File: config.mk
export PLATFORM = sky130hd
export DESIGN_NAME = lu_logic_flags
export DESIGN_NICKNAME = d
export VERILOG_FILES = /design/src/rtl/lu_pkg.sv /design/src/rtl/lu_size_mask.sv /design/src/rtl/lu_operand_prep.sv /design/src/rtl/lu_logic_core.sv /design/src/rtl/lu_flag_gen.sv /design/src/rtl/lu_logic_flags.sv
export SDC_FILE = /design/constraint.sdc
export NUM_CORES = 1
export LEC_CHECK = 0
export ABC_AREA = 1
export BUFFER_PORTS_ARGS = -buffer_cell sky130_fd_sc_hd__buf_4
export CORE_ASPECT_RATIO = 1.2
export CORE_UTILIZATION = 42
export DETAILED_ROUTE_END_ITERATION = 8
export PLACE_DENSITY = 0.85
export SYNTH_ARGS = -nofsm -noshare
export SYNTH_HDL_FRONTEND = slang
export SYNTH_SLANG_ARGS = --single-unit
File: constraint.sdc
create_clock -name vclk -period 3.9
set_input_delay 0 -clock vclk [all_inputs]
set_output_delay 0 -clock vclk [all_outputs]
set_load 0.02 [all_outputs]
File: src/rtl/lu_pkg.sv
package lu_pkg;

    typedef enum logic [1:0] {
        OP_AND = 2'b00,
        OP_OR  = 2'b01,
        OP_XOR = 2'b10,
        OP_NOT = 2'b11
    } lu_op_e;

    typedef enum logic [1:0] {
        SZ_BYTE   = 2'b00,
        SZ_WORD   = 2'b01,
        SZ_DWORD  = 2'b10,
        SZ_DWORD2 = 2'b11
    } lu_size_e;

    // status flag positions inside the status word
    localparam int FLAG_CARRY  = 0;
    localparam int FLAG_PARITY = 2;
    localparam int FLAG_AUX    = 4;
    localparam int FLAG_ZERO   = 6;
    localparam int FLAG_SIGN   = 7;
    localparam int FLAG_OVFL   = 11;

    localparam int BYTE_W = 8;
    localparam int WORD_W = 16;

endpackage

File: src/rtl/lu_size_mask.sv
module lu_size_mask
    import lu_pkg::*;
#(
    parameter int DATA_W = 32
) (
    input  logic [1:0]        size_sel,
    output logic [DATA_W-1:0] lane_mask,
    output logic [DATA_W-1:0] top_bit
);

    int lane_w;

    always_comb begin
        unique case (lu_size_e'(size_sel))
            SZ_BYTE:   lane_w = BYTE_W;
            SZ_WORD:   lane_w = WORD_W;
            SZ_DWORD:  lane_w = DATA_W;
            SZ_DWORD2: lane_w = DATA_W;
            default:   lane_w = DATA_W;
        endcase
    end

    for (genvar i = 0; i < DATA_W; i++) begin : g_lane
        assign lane_mask[i] = (i < lane_w);
        assign top_bit[i]   = (i == lane_w - 1);
    end

endmodule

File: src/rtl/lu_operand_prep.sv
module lu_operand_prep #(
    parameter int DATA_W = 32,
    parameter int IMM_W  = 8
) (
    input  logic [DATA_W-1:0] src_b,
    input  logic              imm_en,
    input  logic              imm_sext,
    input  logic [DATA_W-1:0] lane_mask,
    output logic [DATA_W-1:0] b_eff
);

    localparam int EXT_W = DATA_W - IMM_W;

    logic [DATA_W-1:0] sext_val;

    assign sext_val = {{EXT_W{src_b[IMM_W-1]}}, src_b[IMM_W-1:0]};

    always_comb begin
        if (imm_en && imm_sext) begin
            b_eff = sext_val & lane_mask;
        end else begin
            b_eff = src_b & lane_mask;
        end
    end

endmodule

File: src/rtl/lu_logic_core.sv
module lu_logic_core
    import lu_pkg::*;
#(
    parameter int DATA_W = 32
) (
    input  logic [1:0]        op_sel,
    input  logic [DATA_W-1:0] a_in,
    input  logic [DATA_W-1:0] b_in,
    input  logic [DATA_W-1:0] lane_mask,
    output logic [DATA_W-1:0] res
);

    logic [DATA_W-1:0] raw;

    always_comb begin
        unique case (lu_op_e'(op_sel))
            OP_AND:  raw = a_in & b_in;
            OP_OR:   raw = a_in | b_in;
            OP_XOR:  raw = a_in ^ b_in;
            OP_NOT:  raw = ~a_in;
            default: raw = '0;
        endcase
        res = raw & lane_mask;
    end

endmodule

File: src/rtl/lu_flag_gen.sv
module lu_flag_gen
    import lu_pkg::*;
#(
    parameter int DATA_W = 32
) (
    input  logic [1:0]        op_sel,
    input  logic [DATA_W-1:0] res,
    input  logic [DATA_W-1:0] top_bit,
    input  logic [DATA_W-1:0] flags_in,
    output logic [DATA_W-1:0] flags_out
);

    logic sign_v;
    logic zero_v;
    logic par_v;

    assign sign_v = |(res & top_bit);
    assign zero_v = (res == '0);
    assign par_v  = ~(^res[BYTE_W-1:0]);

    always_comb begin
        flags_out = flags_in;
        if (lu_op_e'(op_sel) != OP_NOT) begin
            flags_out[FLAG_CARRY]  = 1'b0;
            flags_out[FLAG_OVFL]   = 1'b0;
            flags_out[FLAG_SIGN]   = sign_v;
            flags_out[FLAG_ZERO]   = zero_v;
            flags_out[FLAG_PARITY] = par_v;
        end
    end

endmodule

File: src/rtl/lu_logic_flags.sv
module lu_logic_flags #(
    parameter int DATA_W = 32,
    parameter int IMM_W  = 8
) (
    input  logic [1:0]        op_sel,
    input  logic [1:0]        size_sel,
    input  logic [DATA_W-1:0] src_a,
    input  logic [DATA_W-1:0] src_b,
    input  logic              imm_en,
    input  logic              imm_sext,
    input  logic [DATA_W-1:0] flags_in,
    output logic [DATA_W-1:0] result,
    output logic [DATA_W-1:0] flags_out
);

    logic [DATA_W-1:0] lane_mask;
    logic [DATA_W-1:0] top_bit;
    logic [DATA_W-1:0] b_eff;

    lu_size_mask #(.DATA_W(DATA_W)) u_mask (
        .size_sel  (size_sel),
        .lane_mask (lane_mask),
        .top_bit   (top_bit)
    );

    lu_operand_prep #(.DATA_W(DATA_W), .IMM_W(IMM_W)) u_prep (
        .src_b     (src_b),
        .imm_en    (imm_en),
        .imm_sext  (imm_sext),
        .lane_mask (lane_mask),
        .b_eff     (b_eff)
    );

    lu_logic_core #(.DATA_W(DATA_W)) u_core (
        .op_sel    (op_sel),
        .a_in      (src_a),
        .b_in      (b_eff),
        .lane_mask (lane_mask),
        .res       (result)
    );

    lu_flag_gen #(.DATA_W(DATA_W)) u_flags (
        .op_sel    (op_sel),
        .res       (result),
        .top_bit   (top_bit),
        .flags_in  (flags_in),
        .flags_out (flags_out)
    );

endmodule

==> flow_summary.ini, run 1 <==
[cts]
postCtsHoldBufs = 0
cts_resized = 0
cts_setup_buffers = 0

[placed_design]
dp.cells = 675
gp_congestion = 0.791
dpl-instance-area_sq_um = 3580
dp_hpwl_mm = 6.57
port_buffers = 112

[global_route]
grt_pass1_wl_mm = 14.0
overflow = 0
antenna_found_initial = 0
grt_max_degree = 35
groute.usage.overall_pct = 22.6
grt_pass1_vias = 3226

[logic_synthesis]
syn_inst = 526
ys_types = 29
ys_seq_area_share_pct = 0
yosysWarnings = 0
syn_avg_cell_area_sq_um = 5.69
syn_area_sq_um = 3000

[sta]
slew_headroom_pct = 28.1
finalCritPeriodShare_pct = 65.5
finalMaxSlewViolations = 0
holdWs_ns = 0.00000780
rsz0062_at_grt = no
hold_viol = 0
max_slew.worst_pin.slew_ns = 1.08
min_period_ns = 2.55
tns_ns = 0
setup_viol = 0
fmax_mhz = 391

[floorplanning]
core_area_sq_um = 6850
die_x_microns = 79.1
die_h_microns = 94.5
rows = 33
fp.dieArea_sq_um = 7470
initial_utilization_pct = 43.7
ioPinCount = 166

[route]
route.detailed.drc = 0
dr.first_iter.drc_count = 131
drtAntennaViolNets = 0
wl_mm = 8.67
routed_via_density = 4.99
drt-pass1-iter-count = 4
vias = 3370
wire_per_inst_microns = 12.8

[job]
cap_violations = 0

[layout]
design.seq.count = 0
clockBufferCount = 0
diodes = 0
regArea_sq_um = 0
syn_to_final_growth_pct = 19.5
drive_gt1_share_pct = 21.1
layout_common_cells = buf_4, inv_1, nand2_1, ha_1, nor2_1
fin_nets = 761
layout_commonest_cell = buf_4
finalNonFillerCells = 675
fin_area_sq_um = 3580
fin_util_pct = 52.2

[power]
power_switching_w = 0.000267
comb_power_share_pct = 100.0
p_sw_share_pct = 57.5
power_leakage_nw = 2.29
internal-power_w = 0.000197
p_per_area_nw_per_um2 = 130
clkPwrFrac_pct = 0
p_seq_share_pct = 0
vdd_drop_max_uv = 147

[critical_path]
cp-end-kind = output port
path_class = in2out
crit_fanout = 24
cp-start-kind = input pin
critPathArrivalTime_ns = 2.55
cp.required_ns = 3.90

[status]
run_status = finished, final reports clean

[worst_hold_path]
hold_path_class = in2out
==> per-layer routing <==
| metal | GRT usage (%) | part of all wire (%) |
|---|---|---|
| met5 | 0 | 0 |
| met4 | 7.12 | 2.2 |
| met3 | 3.19 | 8.3 |
| met2 | 44.3 | 51 |
| met1 | 24.4 | 38 |
==> synthesized netlist by cell type (6+ instances only) <==
cell type / n / area (sq um)
a21o_1: 6 / 45.0
a21oi_1: 42 / 210
buf_2: 6 / 30.0
buf_4: 29 / 218
buf_6: 8 / 90.1
clkbuf_1: 7 / 26.3
ha_1: 69 / 863
inv_1: 107 / 402
nand2_1: 103 / 387
nand3_1: 33 / 165
nor2_1: 62 / 233
o21ai_0: 22 / 110
o21ai_1: 9 / 45.0
==> final cells by class <==
cell class         count  area (sq um)
inverters            112           425
well taps             87           109
fillers              707          3270
repair buffers       112           841
multi-input cells    364          2210
==> kinds of logic after synthesis <==
logic type | count (synthesis) | share of synthesized area (%)
simple gates | 206 | 28.7
buf+inv | 163 | 26.5
compound gates | 84 | 15.0
fa+ha+maj | 69 | 28.8
xor+xnor | 3 | 0.877
other cells | 1 | 0.125
==> power groups by stage <==
stage | Sequential (W) | Clock, W | Combinational, W
final | 0 | 0 | 0.000464
after global routing | 0 | 0 | 0.000522
after CTS | 0 | 0 | 0.000467
after detailed placement | 0 | 0 | 0.000465
after global placement | 0 | 0 | 0.000448
after floorplan | 0 | 0 | 0.000332
==> worst paths after layout <==
kind | from | endpoint | slack, ns | cells past startpoint
max | src_b[7] | flags_out[6] | 1.35 | 15
min | flags_in[27] | flags_out[27] | 0.000008 | 0
==> through the flow <==
step | power [W] | worst slack [ns]
after floorplan | 0.000332 | 1.96
after global placement | 0.000448 | 1.36
after detailed placement | 0.000465 | 1.35
after CTS | 0.000467 | 1.33
after global routing | 0.000522 | 1.01
final | 0.000464 | 1.35
==> worst max-delay path, stage by stage <==
cell	delay, ns
buf_4	0.10
nand3_1	0.74
a21oi_1	0.47
inv_1	0.09
ha_1	0.27
nand3_1	0.08
nand2_1	0.06
nor2_1	0.09
nor2_1	0.08
nor2_1	0.11
nand3_1	0.08
nor2_1	0.10
nand2_1	0.08
nand2_1	0.06
buf_4	0.13
(Power assumes the default switching activity.)
==> run 2: changes to the inputs <==
==> constraint.sdc (replaced) <==
create_clock -name vclk -period 2.5
set_input_delay 0 -clock vclk [all_inputs]
set_output_delay 0 -clock vclk [all_outputs]
set_load 0.02 [all_outputs]
==> flow_summary.ini, run 2 (same netlist as run 1, synthesis figures left out) <==
[route]
routed_via_density = 5.03
route.detailed.drc = 0
wire_per_inst_microns = 12.8
dr.first_iter.drc_count = 174
top_layer = met4
drt-pass1-iter-count = 4
wl_mm = 8.74
drtAntennaViolNets = 0
wl_met3_microns = 785
vias = 3434
met1_length_mm = 3.29
wl_met2_mm = 4.45

[placed_design]
dp_hpwl_mm = 6.92
dpl-instance-area_sq_um = 3640
port_buffers = 112
gp_congestion = 0.839
dp.cells = 683

[power]
vdd_drop_max_uv = 237
p_per_area_nw_per_um2 = 202
power_leakage_nw = 2.33
power_w = 0.000736

[layout]
layout_commonest_cell = buf_4
finalNonFillerCells = 683
clockBufferCount = 0
fin_area_sq_um = 3640
regArea_sq_um = 0
fin_nets = 769
syn_to_final_growth_pct = 21.6
diodes = 0
fill_cells = 721
layout_common_cells = buf_4, inv_1, nand2_1, ha_1, nor2_1
drive_gt1_share_pct = 22.1
design.seq.count = 0

[critical_path]
path_class = in2out
path_cells = buf_4 > nor2_4 > inv_2 > o2111ai_1 > o21ai_0 > ha_1 > nand2_1 > nor2_1 > nand3_1 > a21oi_1 > nand3_1 > nor2_1 > nand2_1 > nand2_1 > buf_4
critPathArrivalTime_ns = 2.08
cp.required_ns = 2.50
crit_slowest_cell = buf_4
crit_top_cell = nand2_1
crit_fanout = 29
cp-start-kind = input pin
slowest_delay_ns = 0.32
cp-end-kind = output port

[sta]
finalMaxSlewViolations = 0
fmax_mhz = 480
tns_ns = 0
setup_viol = 0
finalCritPeriodShare_pct = 83.4
hold_viol = 0
holdWs_ns = 0.00000779
min_period_ns = 2.08
rsz0062_at_grt = no

[cts]
cts_setup_buffers = 0
cts_resized = 0
postCtsHoldBufs = 0

[status]
run_status = finished, final reports clean

[job]
cap_violations = 0

[floorplanning]
rows = 33
core_area_sq_um = 6850
die_x_microns = 79.1
initial_utilization_pct = 43.7
fp.dieArea_sq_um = 7470
ioPinCount = 166
die_h_microns = 94.5

[global_route]
antenna_found_initial = 0
grt_pass1_wl_mm = 14.1
grt_max_degree = 30
grt_pass1_vias = 3378
overflow = 0
groute.usage.overall_pct = 22.7

[worst_hold_path]
holdPathStages = 0
worst_hold_startpoint = flags_in[22]
hold_path_class = in2out
worstHoldEndpoint = flags_out[22]
-- run 2: cell count changes in the layout (fill, tap and decap cells not counted) --
cell	before	now
buf_4	112	120
-- run 2: through the flow --
stage	util, %	setup WS [ns]
floorplan	-	0.565
global placement	53.1	0.470
detailed placement	53.1	0.418
CTS	53.1	0.410
global route	53.1	0.217
finish	53.1	0.416
-- run 2: worst max-delay path by stage --
stage          slack [ns]      endpoint      start
2_1_floorplan        0.56  flags_out[7]     imm_en
3_3_place_gp         0.47  flags_out[6]  op_sel[1]
3_5_place_dp         0.42  flags_out[6]  op_sel[1]
4_1_cts              0.41  flags_out[6]  op_sel[1]
5_1_grt              0.22  flags_out[6]  op_sel[1]
6_report             0.42  flags_out[6]  op_sel[1]
-- run 2: area by class of cell --
type	instances	area [sq um]	area share, %
Tap cell	87	109	2.99
Multi-Input combinational cell	364	2210	60.6
Inverter	112	425	11.7
Timing Repair Buffer	120	901	24.7
-- run 2: routing by layer --
| metal | vias up | global-route usage [%] |
|---|---|---|
| met5 | - | 0 |
| met4 | 0 | 7.42 |
| met3 | 27 | 4.44 |
| met2 | 141 | 44.2 |
| met1 | 1547 | 24.0 |
| li1 | 1719 | - |
-- run 2: power breakdown --
| group | switching [W] | internal, W |
|---|---|---|
| Clock | 0 | 0 |
| Combinational | 0.000420 | 0.000316 |
| Sequential | 0 | 0 |
| Total | 0.000420 | 0.000316 |
-- run 2: worst max-delay path: cells and delay by family --
kind,cells,cell delay (ns)
and+or+nand+nor,8,0.63
buffers and inverters,3,0.75
AOI/OAI and AO/OA,3,0.48
adders and majority gates,1,0.20
